### config.mk
export PLATFORM = sky130hd
export DESIGN_NAME = pcu_next_pc
export DESIGN_NICKNAME = d
export VERILOG_FILES = /design/src/rtl/pcu_pkg.sv /design/src/rtl/pcu_decode.sv /design/src/rtl/pcu_cond.sv /design/src/rtl/pcu_target.sv /design/src/rtl/pcu_next_pc.sv
export SDC_FILE = /design/constraint.sdc
export NUM_CORES = 1
export LEC_CHECK = 0
export BUFFER_PORTS_ARGS = -buffer_cell sky130_fd_sc_hd__buf_2
export CORE_MARGIN = 5
export CORE_UTILIZATION = 46
export CTS_CLUSTER_SIZE = 8
export DETAILED_ROUTE_END_ITERATION = 8
export GPL_TIMING_DRIVEN = 0
export MAX_ROUTING_LAYER = met4
export PLACE_DENSITY = 0.74
export SYNTH_ARGS = -nofsm -noshare
export SYNTH_HDL_FRONTEND = slang
export SYNTH_SLANG_ARGS = --single-unit
### constraint.sdc
create_clock -name clk -period 3.9 [get_ports clk]
set_input_delay 0.585 -clock clk [delete_from_list [all_inputs] [get_ports clk]]
set_output_delay 0.585 -clock clk [all_outputs]
set_load 0.01 [all_outputs]
### src/rtl/pcu_pkg.sv
package pcu_pkg;

    // Instruction word width and fixed field widths of the encoding
    localparam int WORD_W = 16;
    localparam int REL_W  = 12;
    localparam int BR_W   = 7;
    localparam int SEL_W  = 3;

    typedef enum logic [2:0] {
        FLOW_SEQ      = 3'd0,
        FLOW_REL      = 3'd1,
        FLOW_BRANCH   = 3'd2,
        FLOW_SKIP_EQ  = 3'd3,
        FLOW_SKIP_BIT = 3'd4
    } flow_e;

    typedef struct packed {
        flow_e              kind;
        logic [REL_W-1:0]   rel_off;
        logic [BR_W-1:0]    br_off;
        logic [SEL_W-1:0]   sel;
        logic               want_clear;
    } dec_t;

endpackage

### src/rtl/pcu_decode.sv
module pcu_decode
    import pcu_pkg::*;
(
    input  logic [WORD_W-1:0] instr_i,
    output dec_t              dec_o
);

    always_comb begin
        dec_o.kind       = FLOW_SEQ;
        dec_o.rel_off    = instr_i[REL_W-1:0];
        dec_o.br_off     = instr_i[9:3];
        dec_o.sel        = instr_i[SEL_W-1:0];
        dec_o.want_clear = instr_i[10];
        if (instr_i[15:13] == 3'b110) begin
            dec_o.kind = FLOW_REL;
        end else if (instr_i[15:11] == 5'b11110) begin
            dec_o.kind = FLOW_BRANCH;
        end else if (instr_i[15:10] == 6'b000100) begin
            dec_o.kind = FLOW_SKIP_EQ;
        end else if ((instr_i[15:10] == 6'b111110 || instr_i[15:10] == 6'b111111)
                     && !instr_i[3]) begin
            dec_o.kind       = FLOW_SKIP_BIT;
            dec_o.want_clear = ~instr_i[9];
        end
    end

endmodule

### src/rtl/pcu_cond.sv
module pcu_cond
    import pcu_pkg::*;
#(
    parameter int DATA_W = 8
) (
    input  dec_t              dec_i,
    input  logic [7:0]        status_i,
    input  logic [DATA_W-1:0] opnd_a_i,
    input  logic [DATA_W-1:0] opnd_b_i,
    output logic              take_o
);

    logic status_bit;
    logic opnd_bit;

    assign status_bit = status_i[dec_i.sel];
    assign opnd_bit   = opnd_a_i[dec_i.sel];

    always_comb begin
        unique case (dec_i.kind)
            FLOW_REL:      take_o = 1'b1;
            FLOW_BRANCH:   take_o = status_bit ^ dec_i.want_clear;
            FLOW_SKIP_EQ:  take_o = (opnd_a_i == opnd_b_i);
            FLOW_SKIP_BIT: take_o = opnd_bit ^ dec_i.want_clear;
            default:       take_o = 1'b0;
        endcase
    end

endmodule

### src/rtl/pcu_target.sv
module pcu_target
    import pcu_pkg::*;
#(
    parameter int PC_W = 16
) (
    input  logic [PC_W-1:0] pc_i,
    input  dec_t            dec_i,
    input  logic            take_i,
    input  logic            next_long_i,
    input  logic            ext_valid_i,
    input  logic [PC_W-1:0] ext_target_i,
    output logic [PC_W-1:0] npc_o,
    output logic            redirect_o
);

    localparam logic [PC_W-1:0] ONE      = PC_W'(1);
    localparam logic [PC_W-1:0] SKIP_SH  = PC_W'(2);
    localparam logic [PC_W-1:0] SKIP_LG  = PC_W'(3);

    logic [PC_W-1:0] rel_ext;
    logic [PC_W-1:0] br_ext;
    logic [PC_W-1:0] seq_pc;
    logic [PC_W-1:0] rel_pc;
    logic [PC_W-1:0] br_pc;
    logic [PC_W-1:0] skip_pc;

    // Sign extension, or truncation when the address is narrower than a field
    if (PC_W > REL_W) begin : g_rel_wide
        assign rel_ext = {{(PC_W-REL_W){dec_i.rel_off[REL_W-1]}}, dec_i.rel_off};
    end else begin : g_rel_narrow
        assign rel_ext = dec_i.rel_off[PC_W-1:0];
    end

    if (PC_W > BR_W) begin : g_br_wide
        assign br_ext = {{(PC_W-BR_W){dec_i.br_off[BR_W-1]}}, dec_i.br_off};
    end else begin : g_br_narrow
        assign br_ext = dec_i.br_off[PC_W-1:0];
    end

    // Independent adders run side by side; the mux picks one at the end
    assign seq_pc  = pc_i + ONE;
    assign rel_pc  = seq_pc + rel_ext;
    assign br_pc   = seq_pc + br_ext;
    assign skip_pc = pc_i + (next_long_i ? SKIP_LG : SKIP_SH);

    always_comb begin
        npc_o      = seq_pc;
        redirect_o = 1'b0;
        if (ext_valid_i) begin
            npc_o      = ext_target_i;
            redirect_o = 1'b1;
        end else if (take_i) begin
            redirect_o = 1'b1;
            unique case (dec_i.kind)
                FLOW_REL:      npc_o = rel_pc;
                FLOW_BRANCH:   npc_o = br_pc;
                FLOW_SKIP_EQ,
                FLOW_SKIP_BIT: npc_o = skip_pc;
                default: begin
                    npc_o      = seq_pc;
                    redirect_o = 1'b0;
                end
            endcase
        end
    end

endmodule

### src/rtl/pcu_next_pc.sv
module pcu_next_pc
    import pcu_pkg::*;
#(
    parameter int PC_W   = 16,
    parameter int DATA_W = 8
) (
    input  logic              clk,
    input  logic              rst_n,
    input  logic [PC_W-1:0]   pc_i,
    input  logic [15:0]       instr_i,
    input  logic [7:0]        status_i,
    input  logic [DATA_W-1:0] opnd_a_i,
    input  logic [DATA_W-1:0] opnd_b_i,
    input  logic              next_long_i,
    input  logic              ext_valid_i,
    input  logic [PC_W-1:0]   ext_target_i,
    output logic [PC_W-1:0]   next_pc_o,
    output logic              taken_o
);

    typedef struct packed {
        logic [PC_W-1:0] pc;
        logic            taken;
    } state_t;

    state_t st_d, st_q;
    dec_t   dec;
    logic   take;
    logic [PC_W-1:0] npc;
    logic   redirect;

    pcu_decode i_decode (
        .instr_i (instr_i),
        .dec_o   (dec)
    );

    pcu_cond #(.DATA_W(DATA_W)) i_cond (
        .dec_i    (dec),
        .status_i (status_i),
        .opnd_a_i (opnd_a_i),
        .opnd_b_i (opnd_b_i),
        .take_o   (take)
    );

    pcu_target #(.PC_W(PC_W)) i_target (
        .pc_i         (pc_i),
        .dec_i        (dec),
        .take_i       (take),
        .next_long_i  (next_long_i),
        .ext_valid_i  (ext_valid_i),
        .ext_target_i (ext_target_i),
        .npc_o        (npc),
        .redirect_o   (redirect)
    );

    always_comb begin
        st_d.pc    = npc;
        st_d.taken = redirect;
    end

    always_ff @(posedge clk) begin
        if (!rst_n) begin
            st_q <= '0;
        end else begin
            st_q <= st_d;
        end
    end

    assign next_pc_o = st_q.pc;
    assign taken_o   = st_q.taken;

    // Marks that the previous edge already ran with reset released
    logic past_ok_q;
    always_ff @(posedge clk) begin
        if (!rst_n) past_ok_q <= 1'b0;
        else        past_ok_q <= 1'b1;
    end


    seq_when_idle_chk: assert property (@(posedge clk) disable iff (!rst_n)
        past_ok_q && !taken_o |-> next_pc_o == PC_W'($past(pc_i) + PC_W'(1)));


    ext_wins_chk: assert property (@(posedge clk) disable iff (!rst_n)
        past_ok_q && $past(ext_valid_i) |-> taken_o && next_pc_o == $past(ext_target_i));


    rel_always_taken_chk: assert property (@(posedge clk) disable iff (!rst_n)
        past_ok_q && $past(instr_i[15:13] == 3'b110) |-> taken_o);


    skip_dist_chk: assert property (@(posedge clk) disable iff (!rst_n)
        past_ok_q && $past(!ext_valid_i && take &&
                           (dec.kind == FLOW_SKIP_EQ || dec.kind == FLOW_SKIP_BIT))
        |-> next_pc_o == PC_W'($past(pc_i) + ($past(next_long_i) ? PC_W'(3) : PC_W'(2))));


    skip_eq_miss_chk: assert property (@(posedge clk) disable iff (!rst_n)
        past_ok_q && $past(!ext_valid_i && instr_i[15:10] == 6'b000100 &&
                           opnd_a_i != opnd_b_i) |-> !taken_o);

endmodule

==> run summary <==
The filler cell count in the final layout is 572, and the total setup buffers inserted after CTS is 0. The layout overhead on the synthesized area works out to 21.6%. The detailed router placed 2927 vias in this run. Counting distinct cell types in the post-synthesis netlist gives 61.

For this run, the total global-route usage over all layers was measured as 21.4%. For this run the aggregate overflow at the end of global routing stands at 0. The tools report the initial antenna violation count as 0. For this run, the detailed router's first-pass iteration total came to 4.

The total CTS buffers is 3. TritonCTS built the clock tree. The ratio of cells with drive above 1 in the final layout works out to 27.2%.

The worst setup path is of the in -> reg kind. Cells fill 58.3% of the core in the end. For this run, the register share of the synthesized area comes to 12.7%. Max-cap violations in this run came to 0. Summed over all nets, the half-perimeter wirelength after detailed placement is 6660 um. Entering global routing, the biggest net connects 11 pins. For the leakage power, the log shows 1.43 nW. The average cell area after synthesis is 7.55 um^2, and the count of port buffers added during placement is 89. The ratio of final minimum period to clock period was 87.0%. The global-route wire length before repair was 12900 um.

The number of nets with antenna violations after routing was 0. The logs give 0 for the number of instances resized during post-cts repair and 295 MHz for the highest achievable clock rate. After the first detailed-routing iteration, the DRC count stood at 170. The die is 86.4 um wide.

Dividing total power by cell area gives a power density of 208 nW/um^2. The synthesized design contains 17 register bits. After clock tree synthesis, the clock-pin slew on the worst setup and hold paths is 0.05 ns. Counting every net in the synthesized netlist gives 451.

The repair_antennas step left the layout with diodes totalling 0. Once the floorplan was initialized, standard cells occupied 47.9% of the core. Yosys mapped a number of flops with a built-in enable equal to 0.

Among all flip-flop cells after synthesis, the most frequent one is sky130_fd_sc_hd__dfxtp_1. For the pin with the worst max-slew slack, the measured transition is 0.624 ns. Counting every sink on the clock net gives 17. Setup repair after global routing left no endpoint under its margin.

The tools report the placer congestion estimate as 0.860. Summed over all failing endpoints, the final setup total negative slack is 0 ns. The number of levels the H-tree was split into was 1; the peak fanout along the critical path was 10. In this run the worst hold path is classified as in -> reg.

The initialized floorplan defines 27 standard-cell rows. The fraction of synthesis flops using an asynchronous set or reset pin came out at 0%. The number of DRC violations after detailed routing is 0. The floorplan step defined a die boundary enclosing 7470 um^2.

The critical path arrival was 3.53 ns. The tools report the number of nets in the layout as 545. In this run the clock root is driven by a sky130_fd_sc_hd__clkbuf_8.

The max-slew violation count was 0; the post-cts hold buffer count was 0. The cell area that synthesis handed to floorplanning was 2690 um^2. In this run the vertical extent of the chip is 86.4 um. For the worst setup path, the data required time is 4.04 ns. The flow ran to the end, and the final reports show no timing, DRC or antenna violations.

The worst max-slew margin expressed relative to the limit was 58.4%; the total I/O pin count was 93. The minimum clock period after layout was 3.39 ns; the total wire length was 7630 um. Counting along the longest clock path gives a buffer depth of 2.

After technology mapping, the gate count stands at 356. The run gives 2812 as the via count of the first global-routing pass. For this run, the number of Yosys warnings is 0. STA classifies the critical path endpoint as a flip-flop. After detailed routing, the number of vias per cell comes to 5.62.

The average detailed-routed wire length per instance was 14.6 um; the number of failing setup endpoints in the final timing report was 0. On the final layout, the worst hold slack is 0.573 ns. Across the VDD grid, the largest voltage drop is 0.000162 V. The tools report the final-report hold violation count as 0. The worst setup path is launched from an input port. After floorplanning, the core was sized to cover 5610 um^2.
critical path: stages:
cell and delay [ns]:
sky130_fd_sc_hd__buf_2 0.11, sky130_fd_sc_hd__nand2b_1 0.21, sky130_fd_sc_hd__or2_2 0.31, sky130_fd_sc_hd__clkbuf_1 0.21
sky130_fd_sc_hd__nand2_1 0.11, sky130_fd_sc_hd__nand2_1 0.06, sky130_fd_sc_hd__ha_1 0.36, sky130_fd_sc_hd__o211ai_1 0.12
sky130_fd_sc_hd__o21ai_0 0.46, sky130_fd_sc_hd__o22ai_1 0.24, sky130_fd_sc_hd__o41ai_2 0.37, sky130_fd_sc_hd__xnor2_1 0.15
sky130_fd_sc_hd__a21oi_1 0.16, sky130_fd_sc_hd__o21ai_1 0.08
worst paths after layout:
kind	start	end	slack (ns)	cells past startpoint
worst max-delay path	instr_i[11]	next_pc_o[15]	0.51	14
worst min-delay path	ext_target_i[13]	next_pc_o[13]	0.57	3
kinds of logic after synthesis:
group | count (synthesis) | synth area share, %
fa+ha+maj | 19 | 9.13
mux | 7 | 3.68
buf+inv | 33 | 5.45
flops | 17 | 12.7
compound gates | 92 | 26.3
simple gates | 139 | 26.3
xor+xnor | 49 | 16.5
report_power, final:
group	switching, W	internal (W)	leakage, nW
Clock	0.0000516	0.0000723	0.0228
Combinational	0.000207	0.000159	1.27
Sequential	0.00000257	0.000188	0.141
Total	0.000261	0.000419	1.43
synthesized netlist by cell type (2+ instances only):
cell | number | area, um^2
sky130_fd_sc_hd__o31a_1 | 2 | 17.5
sky130_fd_sc_hd__nor3_1 | 6 | 30.0
sky130_fd_sc_hd__dfxtp_1 | 17 | 340
sky130_fd_sc_hd__xnor2_1 | 26 | 228
sky130_fd_sc_hd__nand3b_1 | 2 | 15.0
sky130_fd_sc_hd__or4_1 | 2 | 15.0
sky130_fd_sc_hd__a21o_1 | 9 | 67.6
sky130_fd_sc_hd__and4_1 | 2 | 17.5
sky130_fd_sc_hd__or3_1 | 2 | 12.5
sky130_fd_sc_hd__xor2_1 | 22 | 193
sky130_fd_sc_hd__nand2b_1 | 6 | 37.5
sky130_fd_sc_hd__nand2_1 | 34 | 128
sky130_fd_sc_hd__nor2_1 | 21 | 78.8
sky130_fd_sc_hd__buf_2 | 6 | 30.0
sky130_fd_sc_hd__nor2b_1 | 5 | 31.3
sky130_fd_sc_hd__o21ai_0 | 9 | 45.0
sky130_fd_sc_hd__mux2_2 | 2 | 22.5
sky130_fd_sc_hd__nand4_1 | 6 | 37.5
sky130_fd_sc_hd__o22ai_1 | 7 | 43.8
sky130_fd_sc_hd__o21a_1 | 2 | 15.0
sky130_fd_sc_hd__a31oi_1 | 4 | 25.0
sky130_fd_sc_hd__o31ai_1 | 4 | 30.0
sky130_fd_sc_hd__o21bai_1 | 3 | 22.5
sky130_fd_sc_hd__nand3_1 | 40 | 200
sky130_fd_sc_hd__and3_1 | 4 | 25.0
sky130_fd_sc_hd__o211ai_1 | 2 | 15.0
sky130_fd_sc_hd__mux4_2 | 2 | 45.0
sky130_fd_sc_hd__o311ai_2 | 9 | 146
sky130_fd_sc_hd__mux2i_1 | 2 | 20.0
sky130_fd_sc_hd__inv_1 | 11 | 41.3
sky130_fd_sc_hd__buf_4 | 2 | 15.0
sky130_fd_sc_hd__clkbuf_1 | 13 | 48.8
sky130_fd_sc_hd__o21ai_1 | 2 | 10.0
sky130_fd_sc_hd__a21oi_1 | 23 | 115
sky130_fd_sc_hd__nor4_1 | 2 | 12.5
sky130_fd_sc_hd__a211oi_1 | 3 | 22.5
sky130_fd_sc_hd__ha_1 | 18 | 225
flip-flops by register name, summed over array words and instances, names as in the netlist:
name and flops:
next_pc_o 16, taken_o 1
cell type report:
| class | count | area (um^2) | share of cell area (%) |
|---|---|---|---|
| multi-input cells | 306 | 2200 | 67.3 |
| repair buffers | 89 | 445 | 13.6 |
| flip-flops and latches | 17 | 340 | 10.4 |
| plain buffers | 22 | 105 | 3.22 |
| well taps | 72 | 90.1 | 2.76 |
| clock buffers | 4 | 45.0 | 1.38 |
| inverters | 11 | 41.3 | 1.26 |
layer usage:
layer  global-route usage, %  vias up  part of all wire [%]
met5                       -        -                     0
met4                    4.53        0                   1.4
met3                    1.24       11                   7.8
met2                    36.4      116                    47
met1                    28.0     1303                    43
li1                        -     1497                     -
placed cells by master, fill, tap and decap left out, drive strengths merged, types with 11 or more instances in the layout:
cell type  synthesis  final
dfxtp             17     17
inv               11     11
nand3             41     41
xor2              22     22
clkbuf            13     17
o21ai             11     11
ha                18     18
nand2             34     34
nor2              22     22
a21oi             23     23
xnor2             26     26
buf                9     98
stage by stage:
stage          setup slack, ns  cell area (um^2)  cells  total power (W)
2_1_floorplan            0.692              2690    356         0.000436
3_3_place_gp             0.275              3220    517         0.000549
3_5_place_dp             0.243              3220    517         0.000556
4_1_cts                  0.492              3270    521         0.000681
5_1_grt                  0.236              3270    521         0.000735
6_report                 0.506              3270    521         0.000680
No activity file was read; power rests on OpenSTA's default activity.
